File: src/rtl/irq_pkg.sv
package irq_pkg;
  localparam int unsigned CTL_W = 8;

  // bit 7 down to bit 0
  typedef struct packed {
    logic glb_en;
    logic grp_en;
    logic tm_en;
    logic ex_en;
    logic pc_en;
    logic tm_f;
    logic ex_f;
    logic pc_f;
  } ctl_t;

  typedef struct packed {
    logic tm;
    logic ex;
    logic pc;
  } set_t;
endpackage

File: src/rtl/irq_sync.sv
module irq_sync #(
  parameter int W      = 1,
  parameter int STAGES = 2
) (
  input  logic         clk_i,
  input  logic         rst_ni,
  input  logic [W-1:0] d_i,
  output logic [W-1:0] q_o
);
  logic [W-1:0] stg_q [STAGES];

  always_ff @(posedge clk_i or negedge rst_ni) begin
    if (!rst_ni) begin
      for (int i = 0; i < STAGES; i++) stg_q[i] <= '0;
    end else begin
      stg_q[0] <= d_i;
      for (int i = 1; i < STAGES; i++) stg_q[i] <= stg_q[i-1];
    end
  end

  assign q_o = stg_q[STAGES-1];
endmodule

File: src/rtl/irq_edge_det.sv
module irq_edge_det (
  input  logic clk_i,
  input  logic rst_ni,
  input  logic lvl_i,
  input  logic rise_sel_i,
  output logic evt_o
);
  logic prev_q;

  always_ff @(posedge clk_i or negedge rst_ni) begin
    if (!rst_ni) prev_q <= 1'b0;
    else         prev_q <= lvl_i;
  end

  assign evt_o = rise_sel_i ? (lvl_i & ~prev_q) : (~lvl_i & prev_q);
endmodule

File: src/rtl/irq_port_chg.sv
module irq_port_chg #(
  parameter int W = 4
) (
  input  logic         clk_i,
  input  logic         rst_ni,
  input  logic [W-1:0] cur_i,
  input  logic         rd_i,
  output logic         evt_o
);
  logic [W-1:0] cmp_q;

  always_ff @(posedge clk_i or negedge rst_ni) begin
    if (!rst_ni)   cmp_q <= '0;
    else if (rd_i) cmp_q <= cur_i;
  end

  // read cycle swallows a coincident change
  assign evt_o = (cur_i != cmp_q) & ~rd_i;
endmodule

File: src/rtl/irq_ctl_reg.sv
module irq_ctl_reg
  import irq_pkg::*;
(
  input  logic             clk_i,
  input  logic             rst_ni,
  input  logic             we_i,
  input  logic [CTL_W-1:0] wdata_i,
  input  set_t             set_i,
  output ctl_t             ctl_o
);
  ctl_t ctl_q, ctl_d;

  always_comb begin
    ctl_d = we_i ? ctl_t'(wdata_i) : ctl_q;
    // hardware set beats software clear
    ctl_d.pc_f = ctl_d.pc_f | set_i.pc;
    ctl_d.ex_f = ctl_d.ex_f | set_i.ex;
    ctl_d.tm_f = ctl_d.tm_f | set_i.tm;
  end

  always_ff @(posedge clk_i or negedge rst_ni) begin
    if (!rst_ni) ctl_q <= '0;
    else         ctl_q <= ctl_d;
  end

  assign ctl_o = ctl_q;
endmodule

File: src/rtl/irq_aggregator.sv
module irq_aggregator
  import irq_pkg::*;
#(
  parameter int NPER        = 8,
  parameter int PORT_W      = 4,
  parameter int SYNC_STAGES = 2
) (
  input  logic              clk_i,
  input  logic              rst_ni,
  input  logic              ext_pin_i,
  input  logic              ext_rise_i,
  input  logic [PORT_W-1:0] port_i,
  input  logic              port_rd_i,
  input  logic              tmr_ovf_i,
  input  logic [NPER-1:0]   per_req_i,
  input  logic [NPER-1:0]   per_en_i,
  input  logic              ctl_we_i,
  input  logic [CTL_W-1:0]  ctl_wdata_i,
  output logic [CTL_W-1:0]  ctl_rdata_o,
  output logic              irq_o,
  output logic              wake_o
);
  localparam int SW = PORT_W + 1;

  logic [SW-1:0]     sync_q;
  logic              ext_s;
  logic [PORT_W-1:0] port_s;
  logic              ext_evt, pc_evt;
  set_t              set;
  ctl_t              ctl;
  logic              core_pend, per_pend, pend;
  logic              irq_q, wake_q;

  irq_sync #(.W(SW), .STAGES(SYNC_STAGES)) u_sync (
    .clk_i  (clk_i),
    .rst_ni (rst_ni),
    .d_i    ({ext_pin_i, port_i}),
    .q_o    (sync_q)
  );

  assign {ext_s, port_s} = sync_q;

  irq_edge_det u_edge (
    .clk_i      (clk_i),
    .rst_ni     (rst_ni),
    .lvl_i      (ext_s),
    .rise_sel_i (ext_rise_i),
    .evt_o      (ext_evt)
  );

  irq_port_chg #(.W(PORT_W)) u_pchg (
    .clk_i  (clk_i),
    .rst_ni (rst_ni),
    .cur_i  (port_s),
    .rd_i   (port_rd_i),
    .evt_o  (pc_evt)
  );

  assign set.pc = pc_evt;
  assign set.ex = ext_evt;
  assign set.tm = tmr_ovf_i;

  irq_ctl_reg u_ctl (
    .clk_i   (clk_i),
    .rst_ni  (rst_ni),
    .we_i    (ctl_we_i),
    .wdata_i (ctl_wdata_i),
    .set_i   (set),
    .ctl_o   (ctl)
  );

  assign core_pend = (ctl.pc_f & ctl.pc_en) | (ctl.ex_f & ctl.ex_en) | (ctl.tm_f & ctl.tm_en);
  assign per_pend  = ctl.grp_en & (|(per_req_i & per_en_i));
  assign pend      = core_pend | per_pend;

  always_ff @(posedge clk_i or negedge rst_ni) begin
    if (!rst_ni) begin
      irq_q  <= 1'b0;
      wake_q <= 1'b0;
    end else begin
      irq_q  <= ctl.glb_en & pend;
      wake_q <= pend;
    end
  end

  assign ctl_rdata_o = ctl;
  assign irq_o       = irq_q;
  assign wake_o      = wake_q;
endmodule

File: config.mk
export PLATFORM = sky130hd
export DESIGN_NAME = irq_aggregator
export DESIGN_NICKNAME = d
export VERILOG_FILES = /design/src/rtl/irq_pkg.sv /design/src/rtl/irq_sync.sv /design/src/rtl/irq_edge_det.sv /design/src/rtl/irq_port_chg.sv /design/src/rtl/irq_ctl_reg.sv /design/src/rtl/irq_aggregator.sv
export SDC_FILE = /design/constraint.sdc
export NUM_CORES = 1
export LEC_CHECK = 0
export BUFFER_PORTS_ARGS = -buffer_cell sky130_fd_sc_hd__buf_2
export CORE_MARGIN = 4
export CORE_UTILIZATION = 43
export CTS_CLUSTER_DIAMETER = 60
export DETAILED_ROUTE_END_ITERATION = 12
export GPL_TIMING_DRIVEN = 0
export PLACE_DENSITY = 0.87
export SETUP_SLACK_MARGIN = 0.02
export SYNTH_ARGS = -nofsm -noshare
export SYNTH_HDL_FRONTEND = slang
export SYNTH_SLANG_ARGS = --single-unit
File: constraint.sdc
create_clock -name clk_i -period 1.3 [get_ports clk_i]
set_input_delay 0.195 -clock clk_i [delete_from_list [all_inputs] [get_ports clk_i]]
set_output_delay 0.195 -clock clk_i [all_outputs]
set_load 0.03 [all_outputs]
==> results of run 1 <==
cell usage after synthesis, drive strengths merged:
cell	n
nor4	1
a22oi	4
o21a	1
mux2	9
nor2b	1
nand2	2
and2	1
xor2	4
mux2i	2
a211o	2
a31o	1
nand4	1
buf	1
o21ai	1
a22o	1
nor2	1
dfrtp	25
o211ai	1
cell usage in the layout, fill, tap and decap left out, drive strengths merged:
cell type / Yosys / layout
a22oi: 4 / 4
and2: 1 / 1
buf: 1 / 44
nand2: 2 / 2
a31o: 1 / 1
o211ai: 1 / 1
mux2: 9 / 9
clkinv: 0 / 1
a211o: 2 / 2
clkbuf: 0 / 3
o21a: 1 / 1
mux2i: 2 / 2
nor2b: 1 / 1
xor2: 4 / 4
nor2: 1 / 1
dlygate4sd3: 0 / 6
a22o: 1 / 1
o21ai: 1 / 1
nor4: 1 / 1
dfrtp: 25 / 25
nand4: 1 / 1
power by group through the flow:
| stage | clock, µW | combinational (µW) | sequential, µW |
|---|---|---|---|
| 6_report | 326 | 274 | 875 |
| 5_1_grt | 382 | 302 | 884 |
| 4_1_cts | 351 | 278 | 876 |
| 3_5_place_dp | 0 | 264 | 891 |
| 3_3_place_gp | 0 | 258 | 886 |
| 2_1_floorplan | 0 | 86.2 | 951 |
cell families after synthesis:
logic type	count (synthesis)
DFF	25
and+or+nand+nor	7
AOI/OAI and AO/OA	11
buffers and inverters	1
muxes	11
xor gates and xnor gates	4
metal layers:
layer  global-route usage, %  share of wire (%)
met5                       0                  0
met4                    7.47               0.69
met3                    3.32                6.3
met2                    25.4                 54
met1                    17.0                 38
registers in the layout, summed over array words and instances, names as in the netlist:
name           count
irq_o              1
u_ctl.ctl_o        8
u_edge.prev_q      1
u_sync.q_o         5
wake_o             1
u_pchg.cmp_q       4
u_sync.stg_q       5
timing repair:
item	CTS	global route
endpoints found under the hold margin	30	0
resized for setup	0	0
hold buffers	6	0
area by class of cell:
| class | count | area share, % |
|---|---|---|
| flip-flops and latches | 25 | 50.1 |
| repair buffers | 49 | 22.0 |
| clock buffers | 3 | 1.80 |
| multi-input cells | 33 | 22.6 |
| plain buffers | 1 | 0.400 |
| clock inverters | 1 | 0.400 |
| well taps | 27 | 2.70 |
stage by stage:
step / total power [µW] / util (%) / std cells / cell area (µm²) / hold WS (ns)
floorplan: 1040 / - / 59 / 913 / -0.101
global placement: 1140 / 58.6 / 129 / 1160 / 0.194
detailed placement: 1160 / 58.6 / 129 / 1160 / 0.206
CTS: 1510 / 63.1 / 139 / 1250 / 0.0544
global route: 1570 / 63.1 / 139 / 1250 / 0.0565
finish: 1480 / 63.1 / 139 / 1250 / 0.0697
worst paths after layout:
| kind | startpoint | end | slack (ns) | cells after the start |
|---|---|---|---|---|
| setup / recovery | u_ctl.ctl_o[6]$_DFFE_PN0P_ | ctl_rdata_o[6] | 0.17 | 1 |
| hold / removal | tmr_ovf_i | u_ctl.ctl_o[2]$_DFF_PN0_ | 0.07 | 2 |
| setup reg to reg | u_ctl.ctl_o[4]$_DFFE_PN0P_ | irq_o$_DFF_PN0_ | 0.20 | 3 |
| hold reg to reg | u_sync.stg_q[6]$_DFF_PN0_ | u_sync.q_o[1]$_DFF_PN0_ | 0.37 | 0 |
| max in group asynchronous | rst_ni | u_sync.q_o[2]$_DFF_PN0_ | 0.58 | 2 |
| min in group asynchronous | rst_ni | u_sync.stg_q[7]$_DFF_PN0_ | 0.37 | 2 |
worst reg2reg max path, stage by stage, from the launching register on:
cell and delay (ns):
dfrtp_1 0.41, a22o_1 0.26, o21a_1 0.17, a31o_1 0.17
==> results.py, run 1 <==
metrics = {
    "run_status": {
        "run_status": "completed",
    },
    "timing": {
        "timing.max_slew.rel_slack_pct": 65.2,
        "min_period_over_period_pct": 86.7,
        "finalHoldViolCount": 0,
        "tightest_slew_ns": 0.522,
        "post-route-worst-setup-slack_ns": 0.173,
        "clock_skew_ns": 0.00179,
        "setup_repair_after_global_routing_missed_its_margin": "false",
        "report.final.setup_viol": 0,
        "report.final.slew_viol_count": 0,
        "min_period_ns": 1.13,
        "fin_setup_tns_ns": 0,
        "highest_clock_frequency_the_design_can_meet_ghz": 0.888,
    },
    "clock_network": {
        "cts-buffers-inserted": 3,
        "htreeDepth": 1,
        "cts.reportedPaths.clkPinSlew_ns": 0.12,
        "tritoncts_sink_count": 25,
        "cts_root_buffer_type": "clkbuf_4",
        "post-cts-setup-buffers": 0,
        "clock_path_buffers": 2,
        "clock_latency_ns": 0.30,
        "cts_tree": "built",
    },
    "routing": {
        "avgRoutedWirePerCell_um": 12.5,
        "residual_antenna_violating_net_count_after_detailed_routing": 0,
        "routed_wl_mm": 1.74,
        "drtPass1Iterations": 4,
        "avg_vias_per_cell": 4.55,
        "detail_route.iter0.violations": 5,
        "drcViolationCount": 0,
        "count_of_vias_placed_by_the_detailed_router": 632,
    },
    "global_route": {
        "largest_net_degree_at_the_start_of_global_routing": 26,
        "grt_use_total_pct": 14.7,
        "first_pass_grt_wire_length_mm": 2.95,
        "antenna_violations_before_repair": 0,
        "globalRouteOverflowTotal": 0,
        "grt_pass1_vias": 653,
    },
    "setup_path": {
        "worst_path_class_setup": "reg2out",
        "timing.critical_path.arrival_ns": 0.93,
        "timing.critical_path.max_delay_family": "flip-flops",
        "cp-start-kind": "flop",
        "cp_max_fo": 4,
        "critical_path.max_stage_delay_ns": 0.41,
        "crit_chain": "buf_2",
        "cp_data_required_time_ns": 1.11,
        "critPathSlowestCell": "dfrtp_1",
        "timing.critical_path.buf_inv": 1,
        "critical_path.endpoint_type": "output pin",
    },
    "worst_hold_path": {
        "min_path_type": "in2reg",
    },
    "power": {
        "p_per_area_nw_per_um2": 1180,
        "p_clk_share_pct": 22.1,
        "cellLeakagePower_uw": 0.000601,
        "power_frac_comb_pct": 18.6,
        "net_switching_power_of_the_design_uw": 391,
        "power.switching_fraction_pct": 26.5,
        "vdd_drop_max_mv": 0.716,
        "power.internal_uw": 1080,
        "power.sequential.fraction_pct": 59.3,
    },
    "yosys": {
        "yosys.area_share.simple_pct": 3.97,
        "syn-cell-area_um2": 913,
        "largest_family_of_logic_cells_by_synthesized_area": "multiplexers",
        "yosys.area_share.adder_pct": 0,
        "netlist.area_leader.share_pct": 68.5,
        "yosys_warnings": 0,
        "ys_ff_latch": 25,
        "yosys.cell_types.count": 19,
        "synth.mux.area_fraction_pct": 13.3,
        "share_of_the_synthesized_area_in_compound_gates_ao_oa_aoi_oai_pct": 9.86,
        "synthCells": 59,
        "synth_top_cell_by_area": "dfrtp_1",
        "post_synth_xor_area_fraction_pct": 3.84,
        "syn-num-nets": 94,
        "synth_area_per_cell_um2": 15.5,
        "ys_seq_area_share_pct": 68.5,
        "yosys-top-cells-area": "dfrtp_1 (68%), mux2_2 (11%), xor2_1 (3.8%)",
    },
    "layout": {
        "nFillCells": 161,
        "multi_input_area_um2": 283,
        "final_layout_size_suffix_gt1_share_pct": 51.8,
        "num_antenna_cells": 0,
        "nets": 148,
        "seqCellArea_um2": 626,
        "syn2layout_area_growth_pct": 36.8,
    },
    "placement": {
        "place.detailed.hpwl_mm": 1.38,
        "final_estimated_routing_congestion_in_global_placement": 0.660,
        "io_buffer_count": 43,
        "pre_cts_slack_ns": 0.208,
    },
    "die": {
        "die_y_um": 54.1,
        "die_area_um2": 2930,
        "ioPinCount": 45,
        "floorplan.initialDensity_pct": 46.1,
        "core_area_um2": 1980,
        "die_w_um": 54.1,
        "num_rows": 16,
    },
    "job": {
        "cap_viol_max_count": 0,
    },
}
Power figures use the tool's default switching activity.
==> run 2, diff against run 1 <==
--- a/config.mk
+++ b/config.mk
@@ -7,11 +7,11 @@
 export LEC_CHECK = 0
 export BUFFER_PORTS_ARGS = -buffer_cell sky130_fd_sc_hd__buf_2
 export CORE_MARGIN = 4
-export CORE_UTILIZATION = 43
+export CORE_UTILIZATION = 30
 export CTS_CLUSTER_DIAMETER = 60
 export DETAILED_ROUTE_END_ITERATION = 12
 export GPL_TIMING_DRIVEN = 0
-export PLACE_DENSITY = 0.87
+export PLACE_DENSITY = 0.67
 export SETUP_SLACK_MARGIN = 0.02
 export SYNTH_ARGS = -nofsm -noshare
 export SYNTH_HDL_FRONTEND = slang
==> run 2 against run 1 <==
Net effect: worst hold slack improved by 0.0091 ns; routed wire length rose by 4.2%; sequential cell count did not move.
==> results.py, run 2 (synthesized netlist as in run 1, its figures left out) <==
metrics = {
    "timing": {
        "min_period_over_period_pct": 86.5,
        "report.final.slew_viol_count": 0,
        "tightest_slew_ns": 0.530,
        "fin_setup_tns_ns": 0,
        "fin_worst_hold_slack_ns": 0.0789,
        "min_period_ns": 1.12,
        "timing.max_slew.rel_slack_pct": 64.7,
        "finalHoldViolCount": 0,
        "report.final.setup_viol": 0,
        "clock_skew_ns": 0.00500,
        "setup_repair_after_global_routing_missed_its_margin": "false",
        "highest_clock_frequency_the_design_can_meet_ghz": 0.889,
    },
    "global_route": {
        "grt_util_met1_pct": 9.15,
        "global_route.usage.met2_pct": 17.3,
        "largest_net_degree_at_the_start_of_global_routing": 26,
        "globalRouteMet3Util_pct": 4.44,
        "grt.busiest_layer": "met2",
        "globalRouteOverflowTotal": 0,
        "grt_pass1_vias": 689,
        "grt_use_total_pct": 9.62,
        "antenna_violations_before_repair": 0,
        "first_pass_grt_wire_length_mm": 2.98,
    },
    "setup_path": {
        "critical_path.endpoint_type": "output pin",
        "critical_path.max_stage_delay_ns": 0.41,
        "cp_data_required_time_ns": 1.11,
        "cp-start-kind": "flop",
        "timing.critical_path.max_delay_family": "flip-flops",
        "critPathSlowestCell": "dfrtp_1",
        "crit_chain": "buf_2",
        "timing.critical_path.arrival_ns": 0.93,
        "cp_max_fo": 4,
        "worst_path_class_setup": "reg2out",
        "timing.critical_path.buf_inv": 1,
    },
    "power": {
        "vdd_drop_max_mv": 0.532,
        "cellLeakagePower_uw": 0.000597,
        "p_per_area_nw_per_um2": 1190,
    },
    "die": {
        "die_area_um2": 3990,
        "num_rows": 19,
        "ioPinCount": 45,
        "die_w_um": 63.2,
        "core_area_um2": 2830,
        "die_y_um": 63.2,
        "floorplan.initialDensity_pct": 32.3,
    },
    "routing": {
        "detail_route.iter0.violations": 6,
        "drcViolationCount": 0,
        "routed_wl_mm": 1.81,
        "avgRoutedWirePerCell_um": 12.7,
        "avg_vias_per_cell": 4.66,
        "residual_antenna_violating_net_count_after_detailed_routing": 0,
        "count_of_vias_placed_by_the_detailed_router": 667,
        "drtPass1Iterations": 3,
    },
    "placement": {
        "place.detailed.hpwl_mm": 1.48,
        "io_buffer_count": 43,
        "final_estimated_routing_congestion_in_global_placement": 0.719,
    },
    "layout": {
        "final_layout_size_suffix_gt1_share_pct": 51.8,
        "layout.cells.most_common_list": "buf_2 (44), dfrtp_1 (25), mux2_2 (9)",
        "nets": 148,
        "num_antenna_cells": 0,
        "syn2layout_area_growth_pct": 37.7,
        "leading_cell_type_in_the_layout_fill_and_taps_excluded": "buf_2",
        "largest_register_ffs": 8,
    },
    "job": {
        "cap_viol_max_count": 0,
    },
    "clock_network": {
        "cts.reportedPaths.clkPinSlew_ns": 0.13,
        "clock_latency_ns": 0.31,
        "cts_root_buffer_type": "clkbuf_4",
        "cts_tree": "built",
        "htreeDepth": 1,
        "cts-buffers-inserted": 3,
        "tritoncts_sink_count": 25,
        "clock_path_buffers": 2,
    },
    "worst_hold_path": {
        "min_path_type": "in2reg",
    },
    "run_status": {
        "run_status": "completed",
    },
}
[run 2: changes by cell type in the layout (fill, tap and decap cells not counted), sizes merged]
cell,before,now
clkinv,1,0
clkinvlp,0,1
[run 2: final timing paths]
kind | startpoint | to | cells past startpoint | slack (ns)
min in group asynchronous | rst_ni | u_ctl.ctl_o[3]$_DFFE_PN0P_ | 2 | 0.38
hold reg to reg | u_sync.stg_q[5]$_DFF_PN0_ | u_sync.q_o[0]$_DFF_PN0_ | 0 | 0.36
setup / recovery | u_ctl.ctl_o[7]$_DFFE_PN0P_ | ctl_rdata_o[7] | 1 | 0.18
setup reg to reg | u_ctl.ctl_o[4]$_DFFE_PN0P_ | irq_o$_DFF_PN0_ | 3 | 0.19
hold / removal | tmr_ovf_i | u_ctl.ctl_o[2]$_DFF_PN0_ | 2 | 0.08
max in group asynchronous | rst_ni | u_edge.prev_q$_DFF_PN0_ | 2 | 0.57
[run 2: layer usage]
metal	share of wire (%)	wire length, µm
met5	0	0
met4	1.1	19
met3	14	249
met2	51	918
met1	34	622
[run 2: per-stage QoR]
stage                     util (%)  setup WS (ns)  std cells  total power [µW]  instance area (µm²)
after CTS                     44.4          0.152        143              1530                 1260
after detailed placement      41.3          0.190        133              1160                 1170
after global placement        41.3          0.219        133              1150                 1170
final                         44.4          0.175        143              1490                 1260
after global routing          44.4         0.0776        143              1590                 1260
after floorplan                  -          0.101         59              1040                  913
[run 2: power breakdown]
| group | internal (µW) | switching (µW) | total [µW] | leakage [µW] |
|---|---|---|---|---|
| Combinational | 130 | 147 | 278 | 0.000298 |
| Clock | 117 | 223 | 340 | 0.0000139 |
| Sequential | 839 | 35.4 | 874 | 0.000285 |
[run 2: cell type report]
type                       count  area, µm²
buffer                         1       5.00
multi-input combinational     33        283
timing repair buffer          49        275
sequential                    25        626
clock buffer                   3       22.5
fill                         268       1570
clock inverter                 1       7.51
tap                           31       38.8
[run 2: timing repair]
item | 4_1_cts | 5_1_grt
hold buffers | 6 | 0
setup endpoints to repair | 0 | 0
buffers inserted | 0 | 0
endpoints found under the hold margin | 30 | 0
resized for setup | 0 | 0
